`src/rtl/mbecc_pkg.sv`:
```
package mbecc_pkg;

    typedef enum logic [1:0] {
        CLS_NONE   = 2'd0,
        CLS_CORR   = 2'd1,
        CLS_UNCORR = 2'd2
    } ecc_class_e;

    // Number of Hamming check bits for a data width.
    function automatic int ham_bits(input int dw);
        int r;
        r = 1;
        while ((1 << r) < dw + r + 1) r++;
        return r;
    endfunction

    // Codeword position (1-based) of data bit j: the j-th non power of two.
    function automatic int data_pos(input int j, input int dw);
        int hw;
        int cnt;
        hw  = ham_bits(dw);
        cnt = 0;
        for (int q = 1; q <= dw + hw; q++) begin
            if ((q & (q - 1)) != 0) begin
                if (cnt == j) return q;
                cnt++;
            end
        end
        return 0;
    endfunction

    // Data bits covered by Hamming check bit i (data widths up to 256).
    function automatic logic [255:0] col_mask(input int i, input int dw);
        logic [255:0] m;
        m = '0;
        for (int j = 0; j < dw; j++) begin
            if (((data_pos(j, dw) >> i) & 1) == 1) m[j] = 1'b1;
        end
        return m;
    endfunction

endpackage

```
`src/rtl/mbecc_encoder.sv`:
```
module mbecc_encoder
    import mbecc_pkg::*;
#(
    parameter int DATA_W = 16,
    parameter int HAM_W  = 5
) (
    input  logic [DATA_W-1:0] data_i,
    output logic [HAM_W-1:0]  ham_o
);

    for (genvar gi = 0; gi < HAM_W; gi++) begin : g_col
        localparam logic [255:0] MASK = col_mask(gi, DATA_W);
        assign ham_o[gi] = ^(data_i & MASK[DATA_W-1:0]);
    end

endmodule

```
`src/rtl/mbecc_bank_dec.sv`:
```
module mbecc_bank_dec
    import mbecc_pkg::*;
#(
    parameter int DATA_W = 16,
    parameter int HAM_W  = 5,
    parameter int CHK_W  = HAM_W + 1
) (
    input  logic [DATA_W-1:0] data_i,
    input  logic [CHK_W-1:0]  chk_i,
    input  logic              secded_i,
    output ecc_class_e        cls_o,
    output logic [DATA_W-1:0] data_o,
    output logic [CHK_W-1:0]  syn_o
);

    localparam int NPOS = DATA_W + HAM_W;

    logic [HAM_W-1:0]  ham_re;
    logic [HAM_W-1:0]  syn;
    logic              par_odd;
    logic [DATA_W-1:0] flip;
    logic              special;

    mbecc_encoder #(.DATA_W(DATA_W), .HAM_W(HAM_W)) enc_i (
        .data_i (data_i),
        .ham_o  (ham_re)
    );

    for (genvar gj = 0; gj < DATA_W; gj++) begin : g_flip
        localparam int PJ = data_pos(gj, DATA_W);
        assign flip[gj] = (syn == HAM_W'(PJ));
    end

    always_comb begin
        syn     = ham_re ^ chk_i[HAM_W-1:0];
        par_odd = ^{data_i, chk_i};
        special = ({data_i, chk_i} == '0) || (&{data_i, chk_i});
        cls_o   = CLS_NONE;
        data_o  = data_i;
        if (special) begin
            cls_o = CLS_UNCORR;
        end else if (secded_i) begin
            if (par_odd) begin
                if (int'(syn) <= NPOS) begin
                    cls_o  = CLS_CORR;
                    data_o = data_i ^ flip;
                end else begin
                    cls_o = CLS_UNCORR;
                end
            end else if (syn != '0) begin
                cls_o = CLS_UNCORR;
            end
        end else if (syn != '0) begin
            cls_o = CLS_UNCORR;
        end
        syn_o = {par_odd, syn};
    end

    // detect-only never alters data and never reports a correction
    always_comb begin
        if (!secded_i) begin
            p_detect_raw_r4: assert (data_o == data_i && cls_o != CLS_CORR);
        end
    end

    // an all-zero stored word is always non-corrected
    always_comb begin
        if ({data_i, chk_i} == '0) begin
            p_zero_word_r5: assert (cls_o == CLS_UNCORR);
        end
    end

endmodule

```
`config.mk`:
```
export PLATFORM = sky130hd
export DESIGN_NAME = mbecc_bank_dec
export DESIGN_NICKNAME = d
export VERILOG_FILES = /design/src/rtl/mbecc_pkg.sv /design/src/rtl/mbecc_encoder.sv /design/src/rtl/mbecc_bank_dec.sv
export SDC_FILE = /design/constraint.sdc
export NUM_CORES = 1
export LEC_CHECK = 0
export BUFFER_PORTS_ARGS = -buffer_cell sky130_fd_sc_hd__clkbuf_2
export CELL_PAD_IN_SITES_DETAIL_PLACEMENT = 2
export CELL_PAD_IN_SITES_GLOBAL_PLACEMENT = 2
export CORE_UTILIZATION = 31
export DETAILED_ROUTE_END_ITERATION = 10
export GPL_ROUTABILITY_DRIVEN = 1
export MAX_ROUTING_LAYER = met4
export PLACE_DENSITY = 0.95
export SKIP_LAST_GASP = 1
export SLEW_MARGIN = 20
export SYNTH_ARGS = -nofsm -noshare
export SYNTH_HDL_FRONTEND = slang
export SYNTH_SLANG_ARGS = --single-unit
```
`constraint.sdc`:
```
create_clock -name vclk -period 6.38
set_input_delay 1.276 -clock vclk [all_inputs]
set_output_delay 1.276 -clock vclk [all_outputs]
set_load 0.1 [all_outputs]
```
### Word level (Yosys, flattened, before mapping)

Index checks and enable logic that the tools add are counted.

| storage, ports and cells | value |
|---|---|
| output and inout bits | 24 |
| register bits after elaboration | 0 |

| cells by class | value |
|---|---|
| reduce and logical (&&, ||, !) cells | 10 |
| mux-type cells | 9 |
| equal/unequal tests | 16 |
| magnitude comparators | 1 |
| bitwise operators | 2 |

Operators with widths:

| operator | number |
|---|---|
| 16-bit XOR reduction | 5 |
| 16-bit two-way mux | 4 |
| 5-bit by 4-bit == test with 1-bit output, second input constant | 7 |
| 5-bit == test, second input constant | 5 |
| 22-bit logical NOT | 1 |
| 22-bit AND reduction | 1 |
| 22-bit XOR reduction | 1 |
| 16-bit bitwise XOR | 1 |
| 5-bit by 3-bit == test with 1-bit output, second input constant | 3 |
| 2-bit two-way mux | 5 |
| 5-bit by 2-bit == test with 1-bit output, second input constant | 1 |
| 5-bit <= comparator, second input constant | 1 |
| 5-bit nonzero test | 1 |
| 5-bit bitwise XOR | 1 |
| 1-bit logical OR | 1 |

### Longest topological paths before layout

Gate-level depths: netlist of the first run.

| logic depth | value |
|---|---|
| depth after elaboration | 8 |
| depth in mapped cells | 9 |

### Cells and area by module

Synthesis of the first run repeated with hierarchy kept, for this count alone.

| unflattened totals | value |
|---|---|
| cell total of the unflattened synthesis | 164 |
| area total of the unflattened synthesis | 1281.2 um^2 |

Modules (own cells, without submodules):

| module | area each (um^2) | seq. area each (um^2) | instances | cells each |
|---|---|---|---|---|
| mbecc_bank_dec | 1022.2 | 0.0 | 1 | 140 |
| mbecc_encoder | 259.0 | 0.0 | 1 | 24 |

### Worst setup path before layout of the first run

Ideal clock, no wire load.

| path | value |
|---|---|
| path type | input-to-output |
| from | input data_i[12] |
| to | output data_o[7] |
| stages on the path | 8 |
| arrival time | 5.803 ns |
| path buffers | 0 |
| path slack | -0.699 ns |
| cells stage by stage | inv_1 > ha_1 > xnor2_1 > xnor2_1 > a211oi_1 > nand3_1 > nor3_1 > xnor2_1 |

| between the ends | value |
|---|---|
| word-level cells in the longest chain between the ends | 8 |

RTL lines:

| what | RTL line | RTL |
|---|---|---|
| start, declared | mbecc_bank_dec.sv:8 | `input logic [DATA_W-1:0] data_i,` |
| 16-bit XOR reduction * | mbecc_encoder.sv:13 | `assign ham_o[gi] = ^(data_i & MASK[DATA_W-1:0]);` |
| 5-bit bitwise XOR * | mbecc_bank_dec.sv:35 | `syn = ham_re ^ chk_i[HAM_W-1:0];` |
| via syn_o[4] | mbecc_bank_dec.sv:13 | `output logic [CHK_W-1:0] syn_o` |
| parallel branches: the longest is 2 deep, another holds 5-bit <= comparator | - |  |
| 16-bit two-way mux * | mbecc_bank_dec.sv:44 | `if (int'(syn) <= NPOS) begin` |
| 16-bit two-way mux * | mbecc_bank_dec.sv:43 | `if (par_odd) begin` |
| 16-bit two-way mux * | mbecc_bank_dec.sv:42 | `end else if (secded_i) begin` |
| 16-bit two-way mux * | mbecc_bank_dec.sv:40 | `if (special) begin` |
| end, declared | mbecc_bank_dec.sv:12 | `output logic [DATA_W-1:0] data_o,` |

Mark *: on every way through the listed nets, which the timed path passes.

### Worst setup path in the final report of the first run

| path | value |
|---|---|
| from | input data_i[13] |
| to | output data_o[9] |

| between the ends | value |
|---|---|
| word-level cells in the longest chain between the ends | 8 |

RTL lines:

| what | RTL line |
|---|---|
| parallel branches: the longest is 7 deep, another holds 5-bit <= comparator | - |
| 16-bit two-way mux * | mbecc_bank_dec.sv:40 |

Mark *: on every way between the ends.

==> metrics.json, run 1 <==
{
  "vias_per_cell": {"value": 4.63},
  "timing.hold.worst.start": {"value": "secded_i"},
  "timing.setup.tns": {"value": 0, "unit": "ns"},
  "antenna_found_initial": {"value": 0},
  "grt_pass1_wl": {"value": 6040, "unit": "um"},
  "final-seq-area": {"value": 0, "unit": "um2"},
  "yosys-top-cells-area": {"value": "sky130_fd_sc_hd__xnor2_1 25%, sky130_fd_sc_hd__ha_1 23%, sky130_fd_sc_hd__nor3_2 7.7%"},
  "ctsHoldBuffers": {"value": 0},
  "layout_fillers": {"value": 432},
  "grt_pass1_vias": {"value": 1215},
  "grt_max_degree": {"value": 12},
  "path_class": {"value": "in -> out"},
  "post_cts.resized_instances": {"value": 0},
  "worst_hold_check_path_type": {"value": "in -> out"},
  "sequentialPowerShare": {"value": 0, "unit": "%"},
  "die_h": {"value": 63.6, "unit": "um"},
  "power_per_cell_area": {"value": 412, "unit": "nW/um2"},
  "place_inst": {"value": 234},
  "mostFrequentLayoutCell": {"value": "sky130_fd_sc_hd__clkbuf_2"},
  "cp-end-kind": {"value": "primary output"},
  "io_buffers": {"value": 47},
  "diodes": {"value": 0},
  "run_status": {"value": "finished, final reports clean"},
  "final.setup.worst_slack": {"value": 0.935, "unit": "ns"},
  "die_x": {"value": 63.6, "unit": "um"},
  "post_layout_nonfiller_instances": {"value": 234},
  "synthesis.area": {"value": 1180, "unit": "um2"},
  "avgRoutedWirePerCell": {"value": 16.0, "unit": "um"},
  "cell_depth_of_the_worst_hold_path": {"value": 4},
  "post_synth_inst_count": {"value": 140},
  "routed_wire_length": {"value": 3750, "unit": "um"},
  "final_area": {"value": 1520, "unit": "um2"},
  "final_period_minus_worst_setup_slack": {"value": 5.44, "unit": "ns"},
  "timing.max_cap.violations": {"value": 0},
  "cts_post_setup_buffers_inserted": {"value": 0},
  "timing.final.hold_violations": {"value": 0},
  "dpl-instance-area": {"value": 1520, "unit": "um2"},
  "internal-power": {"value": 0.139, "unit": "mW"},
  "fp.coreArea": {"value": 3660, "unit": "um2"},
  "post_drt_antenna_nets": {"value": 0},
  "final_min_period_over_clock_period": {"value": 85.3, "unit": "%"},
  "yosysWarnings": {"value": 0},
  "worstMarginPinSlew": {"value": 0.577, "unit": "ns"},
  "gr-total-overflow": {"value": 0},
  "remaining_drc_errors": {"value": 0},
  "worst-path-max-fanout": {"value": 7},
  "maxSlewViolCount": {"value": 0},
  "synthDominantAreaCellType": {"value": "sky130_fd_sc_hd__xnor2_1"},
  "leakagePower": {"value": 0.771, "unit": "nW"},
  "vias": {"value": 1083},
  "clock_buffers": {"value": 0},
  "max_slew_margin": {"value": 61.3, "unit": "%"},
  "detail_route.first_pass.iterations": {"value": 4},
  "final_cell_mix": {"value": "47 x sky130_fd_sc_hd__clkbuf_2, 26 x sky130_fd_sc_hd__xnor2_1, 23 x sky130_fd_sc_hd__inv_1"},
  "timing.critical_path.arrival": {"value": 4.17, "unit": "ns"},
  "initial_core_util": {"value": 32.1, "unit": "%"},
  "drt_first_iter_violations": {"value": 15},
  "seq_cell_count": {"value": 0},
  "cp-start-kind": {"value": "primary input"},
  "dpl.hpwl": {"value": 3460, "unit": "um"},
  "power.combinational.fraction": {"value": 100.0, "unit": "%"},
  "preCtsSetupSlack": {"value": 0.910, "unit": "ns"},
  "synth_top_area_share": {"value": 24.6, "unit": "%"},
  "num_rows": {"value": 22},
  "vdd_drop_max": {"value": 0.000174, "unit": "V"},
  "holdPathEnd": {"value": "cls_o[0]"},
  "share_clk_of_total_power": {"value": 0, "unit": "%"},
  "timing.critical_path.required": {"value": 5.10, "unit": "ns"},
  "grt_setup_unrepaired": {"value": "no"},
  "area_used_by_multi_input_combinational_logic": {"value": 1130, "unit": "um2"},
  "final_nets": {"value": 233},
  "area_growth": {"value": 29.3, "unit": "%"},
  "netSwitchingFraction": {"value": 77.8, "unit": "%"},
  "gp_routability_congestion": {"value": 0.794},
  "syn-mean-instance-area": {"value": 8.40, "unit": "um2"},
  "unique_cell_type_count_in_the_yosys_netlist": {"value": 25},
  "seq_area_frac_synth": {"value": 0, "unit": "%"},
  "max_clock_freq": {"value": 184, "unit": "MHz"},
  "synth.net_count": {"value": 185},
  "number_of_top_level_pins": {"value": 47},
  "power_switching": {"value": 0.488, "unit": "mW"},
  "die_area": {"value": 4040, "unit": "um2"},
  "setup_viol_count_final": {"value": 0},
  "drive_gt1_share": {"value": 38.2, "unit": "%"},
  "groute.usage.overall": {"value": 19.6, "unit": "%"}
}
[worst max-delay path by stage]
stage | start | endpoint | slack (ns) | cells past startpoint
3_5_place_dp | data_i[13] | data_o[7] | 0.91 | 10
6_report | data_i[13] | data_o[9] | 0.94 | 10
5_1_grt | data_i[13] | data_o[9] | 0.75 | 10
2_1_floorplan | data_i[10] | cls_o[1] | 0.05 | 8
4_1_cts | data_i[13] | data_o[7] | 0.92 | 10
3_3_place_gp | data_i[6] | data_o[8] | 1.06 | 10
[routing by layer]
| metal | vias to the layer above | track usage, % | part of all wire (%) |
|---|---|---|---|
| met5 | - | - | 0 |
| met4 | 0 | 0 | 0 |
| met3 | 0 | 0 | 1.5 |
| met2 | 21 | 36.4 | 51 |
| met1 | 515 | 25.1 | 47 |
| li1 | 547 | - | - |
[area by class of cell]
class                           count  share of cell area [%]
Timing Repair Buffer               48                    16.0
Inverter                           24                    5.93
Multi-Input combinational cell    114                    74.2
Tap cell                           48                    3.95
[power by group through the flow]
stage               Combinational [mW]  Sequential (mW)  Clock [mW]
floorplan                        0.539                0           0
detailed placement               0.631                0           0
CTS                              0.632                0           0
global placement                 0.620                0           0
finish                           0.627                0           0
global route                     0.654                0           0
[synth_stat cells]
cell type / count
sky130_fd_sc_hd__and3_1: 1
sky130_fd_sc_hd__xnor2_2: 1
sky130_fd_sc_hd__xnor3_1: 3
sky130_fd_sc_hd__or3_1: 1
sky130_fd_sc_hd__xnor3_2: 2
sky130_fd_sc_hd__xor2_1: 5
sky130_fd_sc_hd__ha_1: 22
sky130_fd_sc_hd__o21ai_1: 1
sky130_fd_sc_hd__and2_1: 1
sky130_fd_sc_hd__xnor2_4: 1
sky130_fd_sc_hd__nor3_2: 9
sky130_fd_sc_hd__nand4_1: 5
sky130_fd_sc_hd__a21oi_1: 3
sky130_fd_sc_hd__nand3_1: 5
sky130_fd_sc_hd__buf_4: 1
sky130_fd_sc_hd__nand3_4: 1
sky130_fd_sc_hd__nor3_1: 5
sky130_fd_sc_hd__nor2_1: 6
sky130_fd_sc_hd__a211oi_1: 2
sky130_fd_sc_hd__clkbuf_1: 1
sky130_fd_sc_hd__nand3b_4: 1
sky130_fd_sc_hd__inv_1: 23
sky130_fd_sc_hd__inv_2: 1
sky130_fd_sc_hd__xnor2_1: 33
sky130_fd_sc_hd__nand2_1: 6
[per-stage QoR]
step | hold WS [ns] | total power [mW] | utilization (%)
global placement | 3.18 | 0.620 | 41.5
detailed placement | 3.18 | 0.631 | 41.5
global route | 3.22 | 0.654 | 41.5
floorplan | 2.95 | 0.539 | -
CTS | 3.18 | 0.632 | 41.5
finish | 3.18 | 0.627 | 41.5
[cells by family after synthesis]
group,after synthesis,share of synthesized area (%)
compound gates,6,2.98
xor+xnor,45,41.8
fa+ha+maj,22,23.4
buf+inv,26,8.62
simple gates,41,23.2
[critical path, cell delays in order]
cell and delay, ns:
sky130_fd_sc_hd__clkbuf_2 0.13, sky130_fd_sc_hd__inv_1 0.10, sky130_fd_sc_hd__ha_1 0.38, sky130_fd_sc_hd__xnor2_1 0.30, sky130_fd_sc_hd__xnor2_2 0.18, sky130_fd_sc_hd__a211oi_1 0.54
sky130_fd_sc_hd__nand3_1 0.30, sky130_fd_sc_hd__nor3_1 0.33, sky130_fd_sc_hd__xnor2_2 0.16, sky130_fd_sc_hd__clkbuf_2 0.48
Power figures use the tool's default switching activity.
==> inputs of run 2 (changes only) <==
ABC_AREA = 1   (was unset)
CORE_UTILIZATION = 30   (was 31)
SYNTH_HIERARCHICAL = 1   (was unset)
clock period = 7.1 ns   (was 6.38 ns; I/O delays follow)
==> run 2 against run 1 <==
Net effect: worst setup slack improved by 0.66 ns; non-clock buffer count is 1 lower; core utilization fell by 4.0 points; clock-buffer cell count is the same; cell area up 40%; via count up 100%; critical endpoint is now data_o[7]; highest routed layer is now met4.
==> metrics.json, run 2 <==
{
  "run_status": {"value": "finished, final reports clean"},
  "yosys.area_share.adder": {"value": 15.2, "unit": "%", "change": "-8.2 points"},
  "post_drt_antenna_nets": {"value": 0, "change": "unchanged"},
  "detail_route.first_pass.iterations": {"value": 4, "change": "unchanged"},
  "synthTopCellsByCount": {"value": "116 x sky130_fd_sc_hd__nand2_1, 56 x sky130_fd_sc_hd__inv_1, 36 x sky130_fd_sc_hd__nand3_1"},
  "cp-start-kind": {"value": "primary input"},
  "cp-end-kind": {"value": "primary output"},
  "max_stage_delay": {"value": 0.46, "unit": "ns", "change": "-0.08 ns"},
  "timing.final.hold_violations": {"value": 0, "change": "unchanged"},
  "final_period_minus_worst_setup_slack": {"value": 5.51, "unit": "ns"},
  "dpl.hpwl": {"value": 6710, "unit": "um", "change": "+94%"},
  "layout_fillers": {"value": 796, "change": "+84%"},
  "power_per_cell_area": {"value": 185, "unit": "nW/um2", "change": "-55%"},
  "vias": {"value": 2202, "change": "+100%"},
  "synth_area_in_compound_gates": {"value": 4.01, "unit": "%", "change": "+1.0 points"},
  "max_slew_margin": {"value": 63.3, "unit": "%", "change": "+2.0 points"},
  "grt_pass1_vias": {"value": 2459, "change": "+100%"},
  "routed_wire_length": {"value": 7400, "unit": "um", "change": "+97%"},
  "remaining_drc_errors": {"value": 0, "change": "unchanged"},
  "power_switching": {"value": 0.311, "unit": "mW", "change": "-36%"},
  "yosysMostFrequentCell": {"value": "sky130_fd_sc_hd__nand2_1"},
  "final_cell_mix": {"value": "116 x sky130_fd_sc_hd__nand2_1, 56 x sky130_fd_sc_hd__inv_1, 47 x sky130_fd_sc_hd__clkbuf_2"},
  "vias_per_cell": {"value": 5.03, "change": "+8.6%"},
  "num_rows": {"value": 27, "change": "+23%"},
  "avgRoutedWirePerCell": {"value": 16.9, "unit": "um", "change": "+5.4%"},
  "synthesis.area": {"value": 1810, "unit": "um2", "change": "+54%"},
  "mostFrequentLayoutCell": {"value": "sky130_fd_sc_hd__nand2_1"},
  "io_buffers": {"value": 47, "change": "unchanged"},
  "post_synth_simple_gate_area": {"value": 52.7, "unit": "%", "change": "+29 points"},
  "post_cts.resized_instances": {"value": 0, "change": "unchanged"},
  "vdd_drop_max": {"value": 0.000205, "unit": "V", "change": "+18%"},
  "die_x": {"value": 79.7, "unit": "um", "change": "+25%"},
  "drive_gt1_share": {"value": 23.2, "unit": "%", "change": "-15 points"},
  "groute.usage.overall": {"value": 25.1, "unit": "%", "change": "+5.5 points"},
  "seq_cell_count": {"value": 0, "change": "unchanged"},
  "unique_cell_type_count_in_the_yosys_netlist": {"value": 29, "change": "+16%"},
  "die_h": {"value": 79.7, "unit": "um", "change": "+25%"},
  "final_min_period_over_clock_period": {"value": 77.6, "unit": "%"},
  "maxSlewViolCount": {"value": 0, "change": "unchanged"},
  "crit_chain": {"value": "clkbuf_2 > xnor2_1 > xor2_1 > inv_1 > nand2_1 > nand2_1 > xnor2_4 > inv_2 > nor3_2 > nand3_2 > clkinv_1 > nand3_1 > nand2_1 > clkbuf_2"},
  "timing.max_cap.violations": {"value": 0, "change": "unchanged"},
  "setup_viol_count_final": {"value": 0, "change": "unchanged"},
  "worst_hold_check_path_type": {"value": "in -> out"},
  "die_area": {"value": 6350, "unit": "um2", "change": "+57%"},
  "grt_pass1_wl": {"value": 12000, "unit": "um", "change": "+98%"},
  "share_clk_of_total_power": {"value": 0, "unit": "%", "change": "unchanged"},
  "fp.coreArea": {"value": 5680, "unit": "um2", "change": "+55%"},
  "worst_path_max_delay_cell": {"value": "sky130_fd_sc_hd__clkbuf_2"},
  "synthDominantAreaCellType": {"value": "sky130_fd_sc_hd__nand2_1"},
  "gr-total-overflow": {"value": 0, "change": "unchanged"},
  "diodes": {"value": 0, "change": "unchanged"},
  "gp_routability_congestion": {"value": 0.872, "change": "+9.8%"},
  "power.combinational.fraction": {"value": 100.0, "unit": "%", "change": "about the same"},
  "netSwitchingFraction": {"value": 79.0, "unit": "%", "change": "+1.2 points"},
  "area_growth": {"value": 17.6, "unit": "%"},
  "antenna_found_initial": {"value": 0, "change": "unchanged"},
  "final_nets": {"value": 413, "change": "+77%"},
  "syn-mean-instance-area": {"value": 5.66, "unit": "um2", "change": "-33%"},
  "yosys-top-cells-area": {"value": "sky130_fd_sc_hd__nand2_1 24%, sky130_fd_sc_hd__ha_1 15%, sky130_fd_sc_hd__inv_1 12%"},
  "clock_buffers": {"value": 0, "change": "unchanged"},
  "max_clock_freq": {"value": 182, "unit": "MHz"},
  "cell_depth_of_the_worst_hold_path": {"value": 3, "change": "-1"},
  "final-seq-area": {"value": 0, "unit": "um2", "change": "unchanged"},
  "timing.critical_path.arrival": {"value": 4.09, "unit": "ns", "change": "-0.08 ns"},
  "number_of_top_level_pins": {"value": 47, "change": "unchanged"},
  "timing.setup.tns": {"value": 0, "unit": "ns", "change": "unchanged"},
  "worst-path-max-fanout": {"value": 8, "change": "+1"},
  "synth.net_count": {"value": 365, "change": "+97%"},
  "synth_xor_xnor_area_share": {"value": 13.4, "unit": "%", "change": "-28 points"},
  "synth.area.mux_share": {"value": 0, "unit": "%", "change": "unchanged"},
  "post_synth_inst_count": {"value": 320, "change": "+130%"},
  "yosysWarnings": {"value": 6, "change": "+6"},
  "internal-power": {"value": 0.0829, "unit": "mW", "change": "-40%"},
  "synth_top_family_by_area": {"value": "simple AND/OR/NAND/NOR gates"},
  "path_class": {"value": "in -> out"},
  "cp_common_cell": {"value": "sky130_fd_sc_hd__nand2_1"},
  "grt_max_degree": {"value": 11, "change": "-1"},
  "seq_area_frac_synth": {"value": 0, "unit": "%", "change": "unchanged"},
  "leakagePower": {"value": 1.34, "unit": "nW", "change": "+74%"},
  "synth_top_area_share": {"value": 24.0, "unit": "%", "change": "-0.52 points"},
  "finalHoldWorstSlack": {"value": 3.44, "unit": "ns", "change": "+0.258 ns"},
  "timing.critical_path.required": {"value": 5.68, "unit": "ns", "change": "+0.58 ns"},
  "sequentialPowerShare": {"value": 0, "unit": "%", "change": "unchanged"},
  "drt_first_iter_violations": {"value": 42, "change": "+27"},
  "ctsHoldBuffers": {"value": 0, "change": "unchanged"},
  "holdPathEnd": {"value": "data_o[11]"},
  "initial_core_util": {"value": 31.9, "unit": "%", "change": "-0.23 points"},
  "worstMarginPinSlew": {"value": 0.553, "unit": "ns", "change": "-0.0241 ns"},
  "cts_post_setup_buffers_inserted": {"value": 0, "change": "unchanged"},
  "timing.hold.worst.start": {"value": "data_i[11]"},
  "grt_setup_unrepaired": {"value": "no"}
}
[run 2: worst max path at each step]
| stage | cells past startpoint | slack, ns | endpoint | from |
|---|---|---|---|---|
| 2_1_floorplan | 12 | 0.75 | data_o[0] | data_i[0] |
| 3_3_place_gp | 14 | 1.78 | data_o[7] | data_i[13] |
| 3_5_place_dp | 14 | 1.58 | data_o[7] | data_i[13] |
| 4_1_cts | 14 | 1.57 | data_o[7] | data_i[13] |
| 5_1_grt | 14 | 1.32 | data_o[9] | data_i[13] |
| 6_report | 14 | 1.59 | data_o[7] | data_i[13] |
[run 2: routing by layer]
layer,routed length (um),vias up,global-route usage (%)
li1,-,1069,-
met1,2990,1084,26.2
met2,4170,41,52.6
met3,165,8,0.686
met4,75,0,2.91
met5,0,-,-
[run 2: cell type report]
cell class / instances / area [um2] / share of cell area [%]
multi-input combinational: 250 / 1540 / 72.5
inverter: 69 / 259 / 12.2
timing repair buffer: 47 / 235 / 11.1
tap: 72 / 90.1 / 4.23
[run 2: kinds of logic (layout without fill, tap and decap cells)]
kind of cell | count (synthesis) | count (layout)
AND/OR/NAND/NOR | 194 | 194
adder cells (fa/ha/maj) | 22 | 22
AO/OA/AOI/OAI | 14 | 14
XOR/XNOR | 20 | 20
buffers and inverters | 70 | 116
[run 2: worst max-delay path: cells and delay by family]
kind | cells | cell delay [ns]
and+or+nand+nor | 6 | 0.86
buffers and inverters | 5 | 0.94
xor gates and xnor gates | 3 | 0.86
[run 2: power by group through the flow]
stage                     combinational [mW]  sequential, mW  clock (mW)
after floorplan                        0.312               0           0
after global placement                 0.377               0           0
after detailed placement               0.394               0           0
after CTS                              0.395               0           0
after global routing                   0.419               0           0
final                                  0.394               0           0
[run 2: through the flow]
step	utilization [%]	total power [mW]	cell area, um2	setup slack, ns	instances
after floorplan	-	0.312	1810	0.746	320
final	37.5	0.394	2130	1.59	438
after detailed placement	37.5	0.394	2130	1.58	438
after global routing	37.5	0.419	2130	1.32	438
after CTS	37.5	0.395	2130	1.57	438
after global placement	37.5	0.377	2130	1.78	438
==> inputs of run 3 (changes only) <==
ABC_AREA = 0   (was 1)
CORE_UTILIZATION = 29   (was 30)
clock period = 5.7 ns   (was 7.1 ns; I/O delays follow)
==> run 3 against run 2 <==
Net effect: worst setup slack got worse by 1.0 ns; sequential share of layout area did not move; die area fell by 26%; total power rose by 80%; global-route usage fell by 3.6 points; synthesized cell count fell by 49%; via count fell by 42%; critical endpoint is now data_o[2]; largest power group unchanged.
==> metrics.json, run 3 <==
{
  "die_h": {"value": 68.5, "unit": "um", "change": "-14%"},
  "grt_pass1_vias": {"value": 1397, "change": "-43%"},
  "synth_top_area_share": {"value": 28.7, "unit": "%", "change": "+4.7 points"},
  "timing.final.hold_violations": {"value": 0, "change": "unchanged"},
  "cts_post_setup_buffers_inserted": {"value": 0, "change": "unchanged"},
  "synthesis.area": {"value": 1280, "unit": "um2", "change": "-29%"},
  "cp-end-kind": {"value": "primary output"},
  "final.setup.worst_slack": {"value": 0.567, "unit": "ns", "change": "-1.03 ns"},
  "io_buffers": {"value": 47, "change": "unchanged"},
  "remaining_drc_errors": {"value": 0, "change": "unchanged"},
  "max_slew_margin": {"value": 60.1, "unit": "%", "change": "-3.2 points"},
  "setup_viol_count_final": {"value": 0, "change": "unchanged"},
  "num_rows": {"value": 23, "change": "-15%"},
  "drive_gt1_share": {"value": 35.3, "unit": "%", "change": "+12 points"},
  "dpl-instance-area": {"value": 1680, "unit": "um2", "change": "-21%"},
  "preCtsSetupSlack": {"value": 0.550, "unit": "ns", "change": "-1.03 ns"},
  "vias": {"value": 1274, "change": "-42%"},
  "timing.critical_path.required": {"value": 4.56, "unit": "ns", "change": "-1.12 ns"},
  "startpoint": {"value": "data_i[13]"},
  "fp.coreArea": {"value": 4120, "unit": "um2", "change": "-27%"},
  "unique_cell_type_count_in_the_yosys_netlist": {"value": 22, "change": "-24%"},
  "gp_routability_congestion": {"value": 0.875, "change": "+0.30%"},
  "worst_hold_check_path_type": {"value": "in -> out"},
  "die_x": {"value": 68.5, "unit": "um", "change": "-14%"},
  "synthDominantAreaCellType": {"value": "sky130_fd_sc_hd__xnor2_1"},
  "worstMarginPinSlew": {"value": 0.594, "unit": "ns", "change": "+0.0407 ns"},
  "area_growth": {"value": 30.8, "unit": "%"},
  "timing.critical_path.arrival": {"value": 3.99, "unit": "ns", "change": "-0.10 ns"},
  "seq_area_frac_synth": {"value": 0, "unit": "%", "change": "unchanged"},
  "post_drt_antenna_nets": {"value": 0, "change": "unchanged"},
  "initial_core_util": {"value": 31.1, "unit": "%", "change": "-0.77 points"},
  "ctsHoldBuffers": {"value": 0, "change": "unchanged"},
  "clock_buffers": {"value": 0, "change": "unchanged"},
  "cp-start-kind": {"value": "primary input"},
  "routed_wire_length": {"value": 4550, "unit": "um", "change": "-39%"},
  "detail_route.first_pass.iterations": {"value": 4, "change": "unchanged"},
  "vdd_drop_max": {"value": 0.000179, "unit": "V", "change": "-13%"},
  "gr-total-overflow": {"value": 0, "change": "unchanged"},
  "final_nets": {"value": 254, "change": "-38%"},
  "mostFrequentLayoutCell": {"value": "sky130_fd_sc_hd__clkbuf_2"},
  "dpl.hpwl": {"value": 3940, "unit": "um", "change": "-41%"},
  "syn-mean-instance-area": {"value": 7.81, "unit": "um2", "change": "+38%"},
  "leakagePower": {"value": 0.878, "unit": "nW", "change": "-35%"},
  "path_class": {"value": "in -> out"},
  "post_synth_inst_count": {"value": 164, "change": "-49%"},
  "final_period_minus_worst_setup_slack": {"value": 5.13, "unit": "ns"},
  "final_area": {"value": 1680, "unit": "um2", "change": "-21%"},
  "post_cts.resized_instances": {"value": 0, "change": "unchanged"},
  "final_cell_mix": {"value": "47 x sky130_fd_sc_hd__clkbuf_2, 26 x sky130_fd_sc_hd__xnor2_1, 25 x sky130_fd_sc_hd__inv_1"},
  "avgRoutedWirePerCell": {"value": 17.7, "unit": "um", "change": "+4.8%"},
  "number_of_top_level_pins": {"value": 47, "change": "unchanged"},
  "timing.max_cap.violations": {"value": 0, "change": "unchanged"},
  "die_area": {"value": 4690, "unit": "um2", "change": "-26%"},
  "vias_per_cell": {"value": 4.96, "change": "-1.4%"},
  "yosys-top-cells-area": {"value": "sky130_fd_sc_hd__xnor2_1 29%, sky130_fd_sc_hd__ha_1 21%, sky130_fd_sc_hd__nand4_1 9.3%"},
  "max_clock_freq": {"value": 195, "unit": "MHz"},
  "grt_setup_unrepaired": {"value": "no"},
  "synth.net_count": {"value": 209, "change": "-43%"},
  "yosysWarnings": {"value": 6, "change": "unchanged"},
  "timing.setup.tns": {"value": 0, "unit": "ns", "change": "unchanged"},
  "synthTopCellsByCount": {"value": "42 x sky130_fd_sc_hd__xnor2_1, 25 x sky130_fd_sc_hd__inv_1, 22 x sky130_fd_sc_hd__ha_1"},
  "yosysMostFrequentCell": {"value": "sky130_fd_sc_hd__xnor2_1"},
  "grt_max_degree": {"value": 20, "change": "+9"},
  "power_per_cell_area": {"value": 424, "unit": "nW/um2", "change": "+130%"},
  "maxSlewViolCount": {"value": 0, "change": "unchanged"},
  "diodes": {"value": 0, "change": "unchanged"},
  "run_status": {"value": "finished, final reports clean"},
  "seq_cell_count": {"value": 0, "change": "unchanged"},
  "final-seq-area": {"value": 0, "unit": "um2", "change": "unchanged"},
  "antenna_found_initial": {"value": 0, "change": "unchanged"},
  "drt_first_iter_violations": {"value": 30, "change": "-29%"},
  "worst-path-max-fanout": {"value": 6, "change": "-2"},
  "groute.usage.overall": {"value": 21.5, "unit": "%", "change": "-3.6 points"},
  "grt_pass1_wl": {"value": 7180, "unit": "um", "change": "-40%"},
  "timing.hold.worst.start": {"value": "data_i[12]"},
  "final_min_period_over_clock_period": {"value": 90.1, "unit": "%"}
}
run 3: cell count changes in the layout (fill, tap and decap cells not counted), moves of 4 or more:
| cell | previous run | this run |
|---|---|---|
| sky130_fd_sc_hd__nand2_1 | 116 | 2 |
| sky130_fd_sc_hd__inv_1 | 56 | 25 |
| sky130_fd_sc_hd__nand3_1 | 36 | 8 |
| sky130_fd_sc_hd__xnor2_1 | 7 | 26 |
| sky130_fd_sc_hd__xnor2_2 | 1 | 17 |
| sky130_fd_sc_hd__nand4_1 | 4 | 19 |
| sky130_fd_sc_hd__o21ai_1 | 12 | 0 |
| sky130_fd_sc_hd__nor2_1 | 9 | 20 |
| sky130_fd_sc_hd__inv_2 | 9 | 0 |
| sky130_fd_sc_hd__nand2_2 | 8 | 0 |
| sky130_fd_sc_hd__clkinv_1 | 4 | 0 |
run 3: final timing paths:
path    endpoint  cells past startpoint
max    data_o[2]                     10
min   data_o[12]                      3
run 3: critical path: stages:
cell and delay (ns):
sky130_fd_sc_hd__clkbuf_2 0.16, sky130_fd_sc_hd__xnor2_1 0.30, sky130_fd_sc_hd__xnor3_1 0.47, sky130_fd_sc_hd__xnor2_1 0.37, sky130_fd_sc_hd__xor2_4 0.24, sky130_fd_sc_hd__or2b_2 0.37, sky130_fd_sc_hd__nor2_1 0.13, sky130_fd_sc_hd__nand4_1 0.17
sky130_fd_sc_hd__xnor2_2 0.18, sky130_fd_sc_hd__clkbuf_2 0.47
run 3: cells by family (layout without fill, tap and decap cells):
kind of cell | Yosys count | in the layout | share of synthesized area [%]
fa+ha+maj | 22 | 22 | 21.5
compound gates | 3 | 3 | 1.76
buf+inv | 30 | 73 | 12.3
xor+xnor | 54 | 54 | 41.9
simple gates | 55 | 55 | 22.6
run 3: area by class of cell:
type | instances | area, um2
inverter | 25 | 93.8
fill | 487 | 2440
multi-input combinational | 134 | 1280
tap | 50 | 62.6
timing repair buffer | 48 | 243
run 3: layer usage:
layer	vias up	part of all wire, %	global-route usage [%]
met3	4	2.6	0.667
met5	-	0	-
met4	0	0.84	2.60
met1	616	44	26.4
met2	35	52	39.7
li1	619	-	-
run 3: power breakdown:
part           internal (mW)  switching [mW]
combinational          0.152           0.558
clock                      0               0
sequential                 0               0
run 3: through the flow:
step,util (%),hold WS [ns],power [mW],std cells
final,40.7,2.88,0.711,257
after global routing,40.7,2.90,0.746,257
after CTS,40.7,2.88,0.715,257
after detailed placement,40.7,2.88,0.714,257
after global placement,40.7,2.88,0.691,257
after floorplan,-,2.50,0.617,164
